==> config.mk <==
export PLATFORM = sky130hd
export DESIGN_NAME = fill_pend_tracker
export DESIGN_NICKNAME = d
export VERILOG_FILES = /design/src/rtl/fill_pend_tracker.sv
export SDC_FILE = /design/constraint.sdc
export NUM_CORES = 2
export LEC_CHECK = 0
export ABC_AREA = 1
export CAP_MARGIN = 20
export CORE_MARGIN = 1
export CORE_UTILIZATION = 60
export CTS_CLUSTER_SIZE = 12
export DETAILED_ROUTE_END_ITERATION = 6
export DONT_BUFFER_PORTS = 1
export PLACE_DENSITY_LB_ADDON = 0.25
export SYNTH_ARGS = -nofsm -noshare
export SYNTH_HDL_FRONTEND = slang
export SYNTH_SLANG_ARGS = --single-unit
==> constraint.sdc <==
create_clock -name clk -period 4.44 [get_ports clk]
set_clock_uncertainty 0.2 [all_clocks]
set_input_delay 0.666 -clock clk [delete_from_list [all_inputs] [get_ports clk]]
set_output_delay 0.666 -clock clk [all_outputs]
set_load 0.01 [all_outputs]
==> src/rtl/fill_pend_tracker.sv <==
module fill_pend_tracker #(
  parameter int FILL_N     = 4,
  parameter int PEND_N     = 4,
  parameter int ADDR_W     = 32,
  parameter int LINE_BYTES = 32,
  parameter int WORD_W     = 32
) (
  input  logic                                   clk,
  input  logic                                   rst_n,
  input  logic                                   req_valid,
  output logic                                   req_ready,
  input  logic [ADDR_W-1:0]                      req_addr,
  input  logic                                   req_store,
  input  logic                                   req_cacheable,
  input  logic [WORD_W-1:0]                      req_wdata,
  output logic                                   mem_req_valid,
  input  logic                                   mem_req_ready,
  output logic [ADDR_W-$clog2(LINE_BYTES)-1:0]   mem_req_addr,
  output logic [$clog2(FILL_N)-1:0]              mem_req_id,
  input  logic                                   mem_rsp_valid,
  input  logic [$clog2(FILL_N)-1:0]              mem_rsp_id,
  input  logic [LINE_BYTES*8-1:0]                mem_rsp_data,
  output logic                                   line_valid,
  output logic [$clog2(FILL_N)-1:0]              line_id,
  output logic [ADDR_W-$clog2(LINE_BYTES)-1:0]   line_addr,
  output logic                                   line_noncache,
  output logic [LINE_BYTES*8-1:0]                line_data,
  output logic                                   cpl_valid,
  output logic                                   cpl_store,
  output logic [ADDR_W-1:0]                      cpl_addr,
  output logic [WORD_W-1:0]                      cpl_wdata,
  output logic [WORD_W-1:0]                      cpl_rdata
);
  localparam int OFF_W    = $clog2(LINE_BYTES);
  localparam int LA_W     = ADDR_W - OFF_W;
  localparam int LINE_W   = LINE_BYTES * 8;
  localparam int BYTE_OFF = $clog2(WORD_W / 8);
  localparam int WSEL_W   = OFF_W - BYTE_OFF;
  localparam int FID_W    = $clog2(FILL_N);
  localparam int PID_W    = $clog2(PEND_N);

  logic [FILL_N-1:0] f_vld, f_iss, f_done, f_nc;
  logic [LA_W-1:0]   f_line [FILL_N];
  logic [LINE_W-1:0] f_data [FILL_N];

  logic [PEND_N-1:0] p_vld;
  logic [FID_W-1:0]  p_fid  [PEND_N];
  logic [WSEL_W-1:0] p_wsel [PEND_N];
  logic [PEND_N-1:0] p_st;
  logic [WORD_W-1:0] p_wd   [PEND_N];
  logic [PID_W-1:0]  head, tail;

  logic [LA_W-1:0]   req_line;
  logic [FILL_N-1:0] hit_vec, refd, free_now;
  logic [FID_W-1:0]  hit_id, free_id, iss_id;
  logic              hit, any_free, any_iss, acc, push, alloc, pop, iss_ld;

  assign req_line = req_addr[ADDR_W-1:OFF_W];

  always_comb begin
    hit_id = '0; free_id = '0; iss_id = '0;
    any_free = 1'b0; any_iss = 1'b0;
    for (int i = FILL_N-1; i >= 0; i--) begin
      hit_vec[i] = f_vld[i] && !f_nc[i] && req_cacheable && f_line[i] == req_line;
      if (hit_vec[i]) hit_id = FID_W'(i);
      if (!f_vld[i]) begin free_id = FID_W'(i); any_free = 1'b1; end
      if (f_vld[i] && !f_iss[i]) begin iss_id = FID_W'(i); any_iss = 1'b1; end
    end
  end

  assign hit       = |hit_vec;
  assign req_ready = hit ? !(&p_vld) : any_free;
  assign acc       = req_valid && req_ready;
  assign push      = acc && hit;
  assign alloc     = acc && !hit;
  assign pop       = p_vld[head] && f_done[p_fid[head]];
  assign iss_ld    = any_iss && (!mem_req_valid || mem_req_ready);

  always_comb begin
    for (int i = 0; i < FILL_N; i++) begin
      refd[i] = push && hit_id == FID_W'(i);
      for (int s = 0; s < PEND_N; s++)
        if (p_vld[s] && p_fid[s] == FID_W'(i)) refd[i] = 1'b1;
      free_now[i] = f_vld[i] && f_done[i] && !refd[i];
    end
  end

  assign line_valid    = mem_rsp_valid;
  assign line_id       = mem_rsp_id;
  assign line_addr     = f_line[mem_rsp_id];
  assign line_noncache = f_nc[mem_rsp_id];
  assign line_data     = mem_rsp_data;

  assign cpl_valid = pop;
  assign cpl_store = p_st[head];
  assign cpl_addr  = {f_line[p_fid[head]], p_wsel[head], BYTE_OFF'(0)};
  assign cpl_wdata = p_wd[head];
  assign cpl_rdata = f_data[p_fid[head]][WORD_W*32'(p_wsel[head]) +: WORD_W];

  always_ff @(posedge clk or negedge rst_n) begin
    if (!rst_n) begin
      f_vld <= '0; f_iss <= '0; f_done <= '0; f_nc <= '0;
      p_vld <= '0; head <= '0; tail <= '0;
      mem_req_valid <= 1'b0; mem_req_addr <= '0; mem_req_id <= '0;
    end else begin
      for (int i = 0; i < FILL_N; i++) begin
        if (free_now[i]) f_vld[i] <= 1'b0;
        if (alloc && free_id == FID_W'(i)) begin
          f_vld[i] <= 1'b1; f_iss[i] <= 1'b0; f_done[i] <= 1'b0;
          f_nc[i] <= !req_cacheable;
        end
        if (iss_ld && iss_id == FID_W'(i)) f_iss[i] <= 1'b1;
        if (mem_rsp_valid && mem_rsp_id == FID_W'(i)) f_done[i] <= 1'b1;
      end
      if (iss_ld) begin
        mem_req_valid <= 1'b1;
        mem_req_addr  <= f_line[iss_id];
        mem_req_id    <= iss_id;
      end else if (mem_req_ready) begin
        mem_req_valid <= 1'b0;
      end
      if (push) begin
        p_vld[tail] <= 1'b1;
        tail <= (tail == PID_W'(PEND_N-1)) ? '0 : tail + 1'b1;
      end
      if (pop) begin
        p_vld[head] <= 1'b0;
        head <= (head == PID_W'(PEND_N-1)) ? '0 : head + 1'b1;
      end
    end
  end

  always_ff @(posedge clk) begin
    if (alloc) f_line[free_id] <= req_line;
    if (mem_rsp_valid) f_data[mem_rsp_id] <= mem_rsp_data;
    if (push) begin
      p_fid[tail]  <= hit_id;
      p_wsel[tail] <= req_addr[BYTE_OFF +: WSEL_W];
      p_st[tail]   <= req_store;
      p_wd[tail]   <= req_wdata;
    end
  end

  AST_RSP_FOR_ISSUED: assert property (@(posedge clk) disable iff (!rst_n)
    mem_rsp_valid |-> f_vld[mem_rsp_id] && f_iss[mem_rsp_id] && !f_done[mem_rsp_id]);
  AST_MREQ_HOLD: assert property (@(posedge clk) disable iff (!rst_n)
    mem_req_valid && !mem_req_ready |=> mem_req_valid && $stable(mem_req_addr) && $stable(mem_req_id));
  AST_ISSUE_ONCE: assert property (@(posedge clk) disable iff (!rst_n)
    mem_req_valid && mem_req_ready |=> !(mem_req_valid && mem_req_id == $past(mem_req_id)));
  AST_PEND_NO_OVERRUN: assert property (@(posedge clk) disable iff (!rst_n)
    push |-> !p_vld[tail]);
  AST_CPL_ONE_SLOT: assert property (@(posedge clk) disable iff (!rst_n)
    cpl_valid |=> !p_vld[$past(head)] || $past(push && head == tail));

  for (genvar g = 0; g < FILL_N; g++) begin : g_free_chk
    AST_FREE_AFTER_DATA: assert property (@(posedge clk) disable iff (!rst_n)
      $fell(f_vld[g]) |-> $past(f_done[g]));
  end
endmodule

==> flow_summary.yaml <==
placed_design:
  io_buffers: 0
  finalWeightedCongestion: 0.916
  post_detailed_placement_half_perimeter_wirelength_um: 91500
  pre_cts_ws_ps: 325
  post_placement_cell_area_sq_um: 57700
  placedCellCount: 5468
critical_path:
  worstRegToRegCells: 13
  crit_family: "simple AND/OR/NAND/NOR gates"
  cp_data_arrival_time_ps: 3610
  worst_r2r_startpoint: "f_vld[3]$_DFFE_PN0P_"
  worst_setup_path_startpoint: "head[1]$_DFFE_PN0P_"
  timing.critical_path.from_type: "flip-flop"
  cp_slowest_cell: "sky130_fd_sc_hd__dfrtp_2"
  worst-endpoint-required_ps: 3570
  crit-reg2reg-capture: "p_wd[1][13]$_DFFE_PP_"
  crit_path_category: "flip-flop to output port"
  critPathBufInv: 3
  critical_path.max_stage_delay_ps: 450
  crit_path_end: "cpl_rdata[14]"
  cp_num_cells: 12
  critPathMaxFanout: 56
  worstPathCellList: "inv_4, a21oi_1, o21ai_4, buf_4, nand2_4, buf_12, nor2_1, o211ai_1, nand3_1, nand2_2, nand2_1, nand2_2"
  crit_path_capture_type: "output port"
  r2r_setup_slk_ps: 1000
  timing.critical_path.mode_cell: "sky130_fd_sc_hd__nand2_2"
grt:
  grt_pass1_vias: 36647
  global_route.overflow_total: 0
  pin_count_of_the_biggest_net_entering_global_routing: 111
  grt_first_pass_wirelength_um: 234000
  grt_util_all_layers_pct: 32.3
  grt_antenna_before_repair: 43
clock_network:
  tritoncts: "built"
  cts.htree.levels: 4
  worst_case_clock_buffer_depth: 3
  root_buffer: "sky130_fd_sc_hd__clkbuf_16"
  cts-buffers-inserted: 140
  clock_net_sink_count: 1338
  clock_input_transition_at_the_sequential_cells_of_the_worst_setup_and_hold_paths_ps: 60
  clkLatencyLatePin_ps: 760
power_and_ir_drop:
  switching_share_of_power_pct: 23.9
  power_leakage_nw: 22.2
  share_clk_of_total_power_pct: 38.3
  p_total_mw: 28.9
  cell_internal_pwr_mw: 22.0
  share_comb_of_total_power_pct: 9.0
  power-per-cell-area_nw_per_um2: 437
  power.sequential.fraction_pct: 52.6
  ir_worst_vdd_mv: 0.657
  p_switching_mw: 6.91
synth:
  yosys_register_bits: 1338
  seq_area_frac_synth_pct: 69.0
  synth_cells: 4634
  synth_warnings: 0
  most_used_flip_flop_cell_after_synthesis: "sky130_fd_sc_hd__edfxtp_1"
  synthesized_area_sq_um: 57800
  post_synth_num_cell_types: 46
  synth_edf_count: 1284
  synthArstFlopShare_pct: 4.04
  synth_area_per_cell_sq_um: 12.5
cells_and_area:
  regArea_sq_um: 39900
  layout.cell_area.non_filler_sq_um: 66100
  multi_input_area_sq_um: 14300
  final_cells: 6086
  layout-area-overhead-vs-synth_pct: 14.3
  final_layout_size_suffix_gt1_share_pct: 9.12
  fillCellCount: 6344
  finalCoreUtilization_pct: 69.4
  finish.net_count: 5043
sta:
  slew_headroom_pct: 28.2
  setup_slack_ps: -34.8
  setup_violations: 2
  setup_tns_after_final_layout_ps: -50.4
  slew_viol_final: 0
  finalCritPeriodShare_pct: 101
  final_hold_viol_count: 0
  fmax_ghz: 0.223
  whs_ps: 41.4
  min_period_ps: 4470
  tightestPinTransition_ps: 1080
detailed_routing:
  detail-route-antenna-nets: 0
  count_of_vias_placed_by_the_detailed_router: 38726
  route.final.wire_length_um: 161000
  wl_met3_um: 15400
  dr.max_layer_used: "met5"
  wire_length_on_met2_um: 77700
  drt-met1-wl_um: 61300
  mean_number_of_vias_per_cell: 6.36
  number_of_remaining_drc_errors: 6
  routed_wire_length_per_instance_um: 26.5
  initial_drt_pass_iterations: 7
  first_iter_violations: 4886
outcome:
  failed_checks: "DRC, setup timing"
  run_status: "finished, violations left"
min_path:
  min_path_type: "input pin to flip-flop"
die:
  num_rows: 113
  floorplan.die_area_sq_um: 97600
  initial_utilization_pct: 60.7
  fp.dieW_um: 312
  coreArea_sq_um: 95300
  vertical_extent_of_the_die_um: 312
  top_level_ports: 745
run:
  timing.max_cap.violations: 0
==> cells by family after synthesis <==
group / Yosys count / share of synthesized area (%)
AND/OR/NAND/NOR: 1393 / 10.5
flip-flops: 1338 / 69.0
AO/OA/AOI/OAI: 1131 / 12.8
buffers and inverters: 719 / 6.87
XOR/XNOR: 44 / 0.666
adder cells (fa/ha/maj): 8 / 0.173
other: 1 / 0.00648
==> cell usage in the layout (no fill, tap or decap), types with 15 or more instances in the layout <==
cell type,n
sky130_fd_sc_hd__a21oi_1,59
sky130_fd_sc_hd__a22oi_1,31
sky130_fd_sc_hd__a31oi_1,34
sky130_fd_sc_hd__buf_12,38
sky130_fd_sc_hd__buf_4,81
sky130_fd_sc_hd__clkbuf_1,40
sky130_fd_sc_hd__clkbuf_16,148
sky130_fd_sc_hd__clkinv_1,15
sky130_fd_sc_hd__dfrtp_1,52
sky130_fd_sc_hd__diode_2,31
sky130_fd_sc_hd__dlygate4sd3_1,325
sky130_fd_sc_hd__edfxtp_1,1284
sky130_fd_sc_hd__inv_1,153
sky130_fd_sc_hd__nand2_1,501
sky130_fd_sc_hd__nand2_2,24
sky130_fd_sc_hd__nand3_1,149
sky130_fd_sc_hd__nor2_1,438
sky130_fd_sc_hd__o211ai_1,514
sky130_fd_sc_hd__o21ai_0,355
sky130_fd_sc_hd__o21ai_1,22
sky130_fd_sc_hd__o221ai_1,44
sky130_fd_sc_hd__o22ai_1,40
sky130_fd_sc_hd__or2_0,71
sky130_fd_sc_hd__or2_1,142
sky130_fd_sc_hd__or2_2,45
sky130_fd_sc_hd__xnor2_1,34
==> power groups by stage <==
stage,clock network [mW],logic [mW],registers (mW)
after floorplan,0,1.67,15.4
after global placement,0,2.10,15.4
after detailed placement,0,2.14,15.5
after CTS,11.1,2.54,15.2
after global routing,11.6,2.80,15.3
final,11.1,2.61,15.2
==> cell usage after synthesis, types with 44 or more instances <==
library cell / number / share of area (%)
sky130_fd_sc_hd__edfxtp_1: 1284 / 67
sky130_fd_sc_hd__nand2_1: 527 / 3.4
sky130_fd_sc_hd__o211ai_1: 514 / 6.7
sky130_fd_sc_hd__nor2_1: 443 / 2.9
sky130_fd_sc_hd__o21ai_0: 355 / 3.1
sky130_fd_sc_hd__buf_4: 270 / 3.5
sky130_fd_sc_hd__inv_1: 159 / 1.0
sky130_fd_sc_hd__nand3_1: 151 / 1.3
sky130_fd_sc_hd__or2_1: 142 / 1.5
sky130_fd_sc_hd__clkbuf_1: 133 / 0.86
sky130_fd_sc_hd__buf_2: 116 / 1.0
sky130_fd_sc_hd__or2_0: 71 / 0.77
sky130_fd_sc_hd__a21oi_1: 62 / 0.54
sky130_fd_sc_hd__dfrtp_1: 54 / 2.3
sky130_fd_sc_hd__or2_2: 45 / 0.49
sky130_fd_sc_hd__o221ai_1: 44 / 0.67
==> how the worst min path moves through the flow <==
stage          depth (start not counted)  slack (ps)                           end           from
2_1_floorplan                          0         170         f_done[0]$_DFFE_PN0P_          rst_n
3_3_place_gp                           0         170  mem_req_addr[15]$_DFFE_PN0P_          rst_n
3_5_place_dp                           0         170  mem_req_addr[15]$_DFFE_PN0P_          rst_n
4_1_cts                                2          10         f_done[3]$_DFFE_PN0P_  mem_rsp_valid
5_1_grt                                2          70         f_done[3]$_DFFE_PN0P_  mem_rsp_valid
6_report                               2          40         f_done[3]$_DFFE_PN0P_  mem_rsp_valid
==> worst reg2reg max path: stages, from the launching register on <==
cell and delay (ps):
sky130_fd_sc_hd__dfrtp_1 420, sky130_fd_sc_hd__nand2_1 80, sky130_fd_sc_hd__nor2_1 330, sky130_fd_sc_hd__nand3_1 120, sky130_fd_sc_hd__nor2_1 190, sky130_fd_sc_hd__nand3_1 120
sky130_fd_sc_hd__nor2_1 340, sky130_fd_sc_hd__nor2_1 120, sky130_fd_sc_hd__nand2_1 160, sky130_fd_sc_hd__nand2_1 100, sky130_fd_sc_hd__nor2_2 240, sky130_fd_sc_hd__nand2_1 140
sky130_fd_sc_hd__inv_1 100, sky130_fd_sc_hd__buf_4 390
==> repair_timing <==
action	in CTS	in global routing
endpoints found under the hold margin	1344	0
gates resized for setup	49	25
hold buffers	326	0
setup buffers	15	7
gates cloned	11	2
pin swaps	10	1
setup endpoints to repair	36	33
==> per-layer routing <==
metal  GRT usage, %  up-vias
li1               -    16889
met1           42.5    18962
met2           52.2     2397
met3           7.18      454
met4           13.7       24
met5              0        -
==> sequential cells by signal (all words and copies together) (netlist names), 2 cells and up <==
name          flops
f_done            4
tail              2
mem_req_addr     27
p_wsel           12
p_fid             8
p_wd            128
mem_req_id        2
p_st              4
f_line          108
f_nc              4
f_data         1024
head              2
p_vld             4
f_iss             4
f_vld             4
==> final cells by class <==
cell class / instances / area share (%)
sequential: 1338 / 60.4
timing repair inverter: 3 / 0.0397
timing repair buffer: 473 / 7.95
multi-input combinational: 2582 / 21.6
inverter: 168 / 1.06
clock buffer: 194 / 5.94
tap: 1265 / 2.39
clock inverter: 32 / 0.554
antenna: 31 / 0.117
(Power assumes the default switching activity.)
